## src/rtl/gpio_pm_pkg.sv

```systemverilog
package gpio_pm_pkg;
  // Word indices with special meaning
  localparam int IDX_A_DOUT = 'h00;
  localparam int IDX_A_PINS = 'h01;
  localparam int IDX_A_OE   = 'h02;
  localparam int IDX_D_DOUT = 'h10;
  localparam int IDX_D_PINS = 'h11;
  localparam int IDX_D_OE   = 'h12;
  // Fixed bit positions
  localparam int BIT_ALE    = 6;
  localparam int BIT_CLE    = 5;
  localparam int BIT_CE     = 4;
  localparam int BIT_RDY    = 7;
  localparam int BIT_SCLK   = 1;
  localparam int BIT_SDATA  = 4;
  localparam int BIT_SRET   = 4;
endpackage

```

## src/rtl/gpio_pm_regs.sv

```systemverilog
module gpio_pm_regs #(
  parameter int DATA_W    = 32,
  parameter int NUM_WORDS = 23,
  parameter int IDX_W     = 5
) (
  input  logic              clk,
  input  logic              rst,
  input  logic              we,
  input  logic [IDX_W-1:0]  idx,
  input  logic [DATA_W-1:0] wdata,
  output logic [DATA_W-1:0] rword,
  output logic [DATA_W-1:0] a_dout,
  output logic [DATA_W-1:0] a_oe,
  output logic [DATA_W-1:0] d_dout,
  output logic [DATA_W-1:0] d_oe
);
  import gpio_pm_pkg::*;

  logic [DATA_W-1:0] words [NUM_WORDS];

  for (genvar i = 0; i < NUM_WORDS; i++) begin : g_word
    always_ff @(posedge clk) begin
      if (rst) begin
        words[i] <= '0;
      end else if (we && (idx == IDX_W'(i))) begin
        words[i] <= wdata;
      end
    end
  end

  always_comb begin
    rword = '0;
    if (idx < IDX_W'(NUM_WORDS)) begin
      rword = words[idx];
    end
  end

  assign a_dout = words[IDX_A_DOUT];
  assign a_oe   = words[IDX_A_OE];
  assign d_dout = words[IDX_D_DOUT];
  assign d_oe   = words[IDX_D_OE];
endmodule

```

## src/rtl/gpio_pm_nand.sv

```systemverilog
module gpio_pm_nand (
  input  logic       clk,
  input  logic       rst,
  input  logic       hit,
  input  logic [2:0] ctl,   // {ale, cle, ce}
  output logic       ale,
  output logic       cle,
  output logic       ce
);
  always_ff @(posedge clk) begin
    if (rst) begin
      ale <= 1'b0;
      cle <= 1'b0;
      ce  <= 1'b0;
    end else if (hit) begin
      ale <= ctl[2];
      cle <= ctl[1];
      ce  <= ctl[0];
    end
  end
endmodule

```

## src/rtl/gpio_pm_sclk.sv

```systemverilog
module gpio_pm_sclk (
  input  logic clk,
  input  logic rst,
  input  logic hit,
  input  logic old_lvl,
  input  logic new_lvl,
  input  logic new_data,
  output logic sclk,
  output logic sdo,
  output logic edge_stb
);
  logic toggle;
  assign toggle = hit && (new_lvl != old_lvl);

  always_ff @(posedge clk) begin
    if (rst) begin
      sclk     <= 1'b0;
      sdo      <= 1'b0;
      edge_stb <= 1'b0;
    end else begin
      edge_stb <= toggle;
      if (toggle) begin
        sclk <= new_lvl;
        sdo  <= new_data;
      end
    end
  end
endmodule

```

## src/rtl/gpio_pm_rdmux.sv

```systemverilog
module gpio_pm_rdmux #(
  parameter int DATA_W = 32,
  parameter int IDX_W  = 5
) (
  input  logic              clk,
  input  logic              rst,
  input  logic              re,
  input  logic [IDX_W-1:0]  idx,
  input  logic [DATA_W-1:0] rword,
  input  logic [DATA_W-1:0] a_dout,
  input  logic [DATA_W-1:0] a_oe,
  input  logic [DATA_W-1:0] d_dout,
  input  logic [DATA_W-1:0] d_oe,
  input  logic              ready,
  input  logic              sret,
  output logic [DATA_W-1:0] rdata
);
  import gpio_pm_pkg::*;

  logic [DATA_W-1:0] pins_a, pins_d, sel;

  always_comb begin
    pins_a = a_dout & a_oe;
    pins_a[BIT_RDY] = pins_a[BIT_RDY] | ready;
    pins_d = d_dout & d_oe;
    pins_d[BIT_SRET] = pins_d[BIT_SRET] | sret;
    if (idx == IDX_W'(IDX_A_PINS))      sel = pins_a;
    else if (idx == IDX_W'(IDX_D_PINS)) sel = pins_d;
    else                                sel = rword;
  end

  always_ff @(posedge clk) begin
    if (rst)     rdata <= '0;
    else if (re) rdata <= sel;
  end
endmodule

```

## src/rtl/gpio_pinmux.sv

```systemverilog
module gpio_pinmux #(
  parameter int ADDR_W    = 7,
  parameter int DATA_W    = 32,
  parameter int WIN_BYTES = 92
) (
  input  logic              clk,
  input  logic              rst,
  input  logic [ADDR_W-1:0] bus_addr,
  input  logic [DATA_W-1:0] bus_wdata,
  input  logic              bus_we,
  input  logic              bus_re,
  output logic [DATA_W-1:0] bus_rdata,
  input  logic              nand_ready_i,
  output logic              nand_ale_o,
  output logic              nand_cle_o,
  output logic              nand_ce_o,
  input  logic              sens_sdi_i,
  output logic              sens_sclk_o,
  output logic              sens_sdo_o,
  output logic              sens_edge_o
);
  import gpio_pm_pkg::*;

  localparam int IDX_W     = ADDR_W - 2;
  localparam int NUM_WORDS = WIN_BYTES / 4;

  logic [IDX_W-1:0]  idx;
  logic [DATA_W-1:0] rword, a_dout, a_oe, d_dout, d_oe;
  logic              hit_a, hit_d;
  logic              unused_lsb;

  assign idx        = bus_addr[ADDR_W-1:2];
  assign unused_lsb = ^bus_addr[1:0];
  assign hit_a      = bus_we && (idx == IDX_W'(IDX_A_DOUT));
  assign hit_d      = bus_we && (idx == IDX_W'(IDX_D_DOUT));

  gpio_pm_regs #(.DATA_W(DATA_W), .NUM_WORDS(NUM_WORDS), .IDX_W(IDX_W)) u_regs (
    .clk(clk), .rst(rst), .we(bus_we), .idx(idx), .wdata(bus_wdata),
    .rword(rword), .a_dout(a_dout), .a_oe(a_oe), .d_dout(d_dout), .d_oe(d_oe)
  );

  gpio_pm_nand u_nand (
    .clk(clk), .rst(rst), .hit(hit_a),
    .ctl({bus_wdata[BIT_ALE], bus_wdata[BIT_CLE], bus_wdata[BIT_CE]}),
    .ale(nand_ale_o), .cle(nand_cle_o), .ce(nand_ce_o)
  );

  gpio_pm_sclk u_sclk (
    .clk(clk), .rst(rst), .hit(hit_d),
    .old_lvl(d_dout[BIT_SCLK]), .new_lvl(bus_wdata[BIT_SCLK]),
    .new_data(bus_wdata[BIT_SDATA]),
    .sclk(sens_sclk_o), .sdo(sens_sdo_o), .edge_stb(sens_edge_o)
  );

  gpio_pm_rdmux #(.DATA_W(DATA_W), .IDX_W(IDX_W)) u_rdmux (
    .clk(clk), .rst(rst), .re(bus_re), .idx(idx), .rword(rword),
    .a_dout(a_dout), .a_oe(a_oe), .d_dout(d_dout), .d_oe(d_oe),
    .ready(nand_ready_i), .sret(sens_sdi_i), .rdata(bus_rdata)
  );
endmodule

```

## config.mk

```make
export PLATFORM = sky130hd
export DESIGN_NAME = gpio_pinmux
export DESIGN_NICKNAME = d
export VERILOG_FILES = /design/src/rtl/gpio_pm_pkg.sv /design/src/rtl/gpio_pm_regs.sv /design/src/rtl/gpio_pm_nand.sv /design/src/rtl/gpio_pm_sclk.sv /design/src/rtl/gpio_pm_rdmux.sv /design/src/rtl/gpio_pinmux.sv
export SDC_FILE = /design/constraint.sdc
export NUM_CORES = 1
export LEC_CHECK = 0
export CAP_MARGIN = 10
export CELL_PAD_IN_SITES_DETAIL_PLACEMENT = 1
export CELL_PAD_IN_SITES_GLOBAL_PLACEMENT = 2
export CORE_MARGIN = 2
export CORE_UTILIZATION = 49
export DETAILED_ROUTE_END_ITERATION = 8
export PLACE_DENSITY = 0.84
export SYNTH_ARGS = -nofsm -noshare
export SYNTH_HDL_FRONTEND = slang
export SYNTH_HIERARCHICAL = 1
export SYNTH_SLANG_ARGS = --single-unit
```

## constraint.sdc

```tcl
create_clock -name clk -period 7.4 [get_ports clk]
set_input_delay 2.22 -clock clk [delete_from_list [all_inputs] [get_ports clk]]
set_output_delay 2.22 -clock clk [all_outputs]
set_load 0.005 [all_outputs]
```

==> flow_metrics.py <==
metrics = {
    "place": {
        "place_inst": 3329,
        "portBuffers": 80,
        "dp_hpwl_um": 58200,
        "dpl_cell_area_mm2": 0.0373,
        "routabilityCongestion": 0.805,
    },
    "timing": {
        "finClkSkew_ps": 17.9,
        "rsz0062_at_grt": "false",
        "min_period_ps": 5000,
        "worst_pin_slew_ps": 1220,
        "fin_hold_ws_ps": 478,
        "finalHoldViolCount": 0,
        "fin_tns_setup_ps": 0,
        "fin_crit_sh": 0.676,
        "setup_viol": 0,
        "timing.slew.headroom": 0.188,
        "fmax_ghz": 0.200,
        "slew_violations": 0,
    },
    "clock_network": {
        "cts_tree": "done",
        "cts_buffer_depth": 3,
        "path_clk_slew_ps": 60,
        "numCtsBuffers": 82,
        "clk_latency_ps": 620,
        "cts-root-buf": "clkbuf_16",
        "cts_hold_buf": 0,
        "cts_setup_buffers": 0,
        "ctsResizeCount": 0,
        "clock_sinks": 774,
        "htreeDepth": 3,
    },
    "drt": {
        "route.detailed.drc": 0,
        "routed_via_density": 6.04,
        "ant_nets": 0,
        "avgRoutedWirePerCell_um": 27.9,
        "num_vias": 21016,
        "drt_iter0_drc": 1668,
        "totalWireLength_um": 97300,
        "first_pass_iters": 5,
    },
    "critical_path": {
        "cp-end-kind": "flop",
        "critPathKind": "in2reg",
        "startpoint_type": "input pin",
        "critPathRequiredTime_ps": 7890,
        "cp.arrival_ps": 5490,
        "critPathMaxFanout": 32,
    },
    "power_and_ir_drop": {
        "clockPowerShare": 0.406,
        "power_density_mw_per_mm2": 248,
        "p_leak_nw": 14.0,
        "switchingPower_w": 0.00226,
        "fin_total_pwr_w": 0.00990,
        "p_comb_frac": 0.077,
        "ir_drop_mv": 0.166,
        "power.internal_w": 0.00765,
        "sequentialPowerShare": 0.517,
        "netSwitchingFraction": 0.228,
    },
    "layout": {
        "drive_gt1_frac": 0.126,
        "syn_to_final_growth_pct": 10.8,
        "fin_cells": 3482,
        "layout.nets": 2499,
        "finish.instance_area_mm2": 0.0399,
    },
    "global_routing": {
        "grt_usage": 0.259,
        "grt-ovfl-total": 0,
        "antenna_found_initial": 0,
        "grt_max_degree": 141,
        "grt_pass1_wl_um": 143000,
        "grt_pass1_vias": 22026,
    },
    "yosys": {
        "async_reset_ff_frac": 0,
        "synth_top_area_cell": "edfxtp_1",
        "syn_area_per_cell_um2": 14.4,
        "synthCells": 2492,
        "synth.most_common_cell": "and2_1",
        "syn_area_mm2": 0.0360,
        "yosysUniqueCellTypes": 49,
        "yosys.area.top_type_share": 0.614,
        "synth-main-ff-cell": "edfxtp_1",
        "netlist_top_cells_area": "edfxtp_1, and2_1, mux4_2",
        "yosysWarnings": 6,
        "synth_nets": 2537,
        "synth_common_cells": "and2_1, edfxtp_1, mux2i_1, clkbuf_1",
        "ys_seq_elements": 774,
        "yosysSeqAreaShare": 0.635,
        "synth-edff-count": 736,
    },
    "outcome": {
        "status": "finished clean",
    },
    "die": {
        "start_util": 0.494,
        "fp-row-count": 99,
        "die_area_mm2": 0.0757,
        "die_w_um": 275,
        "coreArea_mm2": 0.0728,
        "fp.dieH_um": 275,
        "io_pins": 83,
    },
    "worst_hold_path": {
        "hold_class": "reg2reg",
    },
    "flow_run": {
        "drv_cap": 0,
    },
}
[power groups by stage]
| stage | Combinational, W | Clock, W | Sequential (W) |
|---|---|---|---|
| after floorplan | 0.000466 | 0 | 0.00518 |
| after global placement | 0.000738 | 0 | 0.00519 |
| after detailed placement | 0.000758 | 0 | 0.00522 |
| after CTS | 0.000762 | 0.00408 | 0.00512 |
| after global routing | 0.000808 | 0.00425 | 0.00515 |
| final | 0.000764 | 0.00402 | 0.00512 |
[sequential cells by signal, indices dropped and copies added, names as in the netlist]
| signal | flops |
|---|---|
| u_nand/ale | 1 |
| u_nand/ce | 1 |
| u_sclk/edge_stb | 1 |
| u_nand/cle | 1 |
| u_sclk/sdo | 1 |
| u_sclk/sclk | 1 |
| u_regs/words | 736 |
| u_rdmux/rdata | 32 |
[through the flow]
step | worst slack, ps | util
2_1_floorplan | 2450 | -
3_3_place_gp | 1980 | 0.512
3_5_place_dp | 1850 | 0.512
4_1_cts | 2510 | 0.548
5_1_grt | 2360 | 0.548
6_report | 2400 | 0.548
[cells by family after synthesis]
logic type / after synthesis / synth area share
flip-flops: 774 / 0.635
XOR/XNOR: 1 / 0.000243
AO/OA/AOI/OAI: 253 / 0.0540
buffers and inverters: 242 / 0.0364
multiplexers: 291 / 0.114
AND/OR/NAND/NOR: 931 / 0.160
[final cells by class]
cell class	count	area [um^2]
repair buffers	119	1120
fillers	6898	32900
clock buffers	109	2240
multi-input cells	1476	12100
inverters	1	3.75
clock inverters	43	369
well taps	959	1200
diodes	1	2.50
flip-flops and latches	774	22900
[critical path, cell delays in order]
cell and delay [ps]:
clkdlybuf4s50_1 710, nand2b_1 670, or2_1 780, nor2_4 830
and2_1 250
[routing by layer]
layer	global-route usage	part of all wire	vias up
li1	-	-	9132
met1	0.357	0.42	11055
met2	0.433	0.49	696
met3	0.0375	0.068	133
met4	0.0666	0.019	0
met5	0	0	-
[placed cells by master (no fill, tap or decap), drive strengths merged, types with 6 or more instances in the layout]
master         instances
edfxtp               736
clkbuf               109
mux4                  96
nand2                 73
o21ai                 34
and2                 738
o221ai                32
nor2                  30
clkdlybuf4s50         76
mux2i                195
a22oi                 96
dfxtp                 38
bufinv                 6
nand3                 34
o21bai                19
clkinv                30
buf                   43
nand3b                30
nor2b                  6
a211oi                32
a221o                 32
[path summary, 6_finish.rpt]
path	startpoint	endpoint	slack, ps	cells after the start
max	bus_addr[4]	u_regs/words[4][11]	2400	5
min reg2reg	u_sclk/sdo	u_sclk/sdo	480	2
min	u_sclk/sdo	u_sclk/sdo	480	2
max reg2reg	u_regs/words[16][9]	u_rdmux/rdata[9]	5330	4
Power figures use the tool's default switching activity.
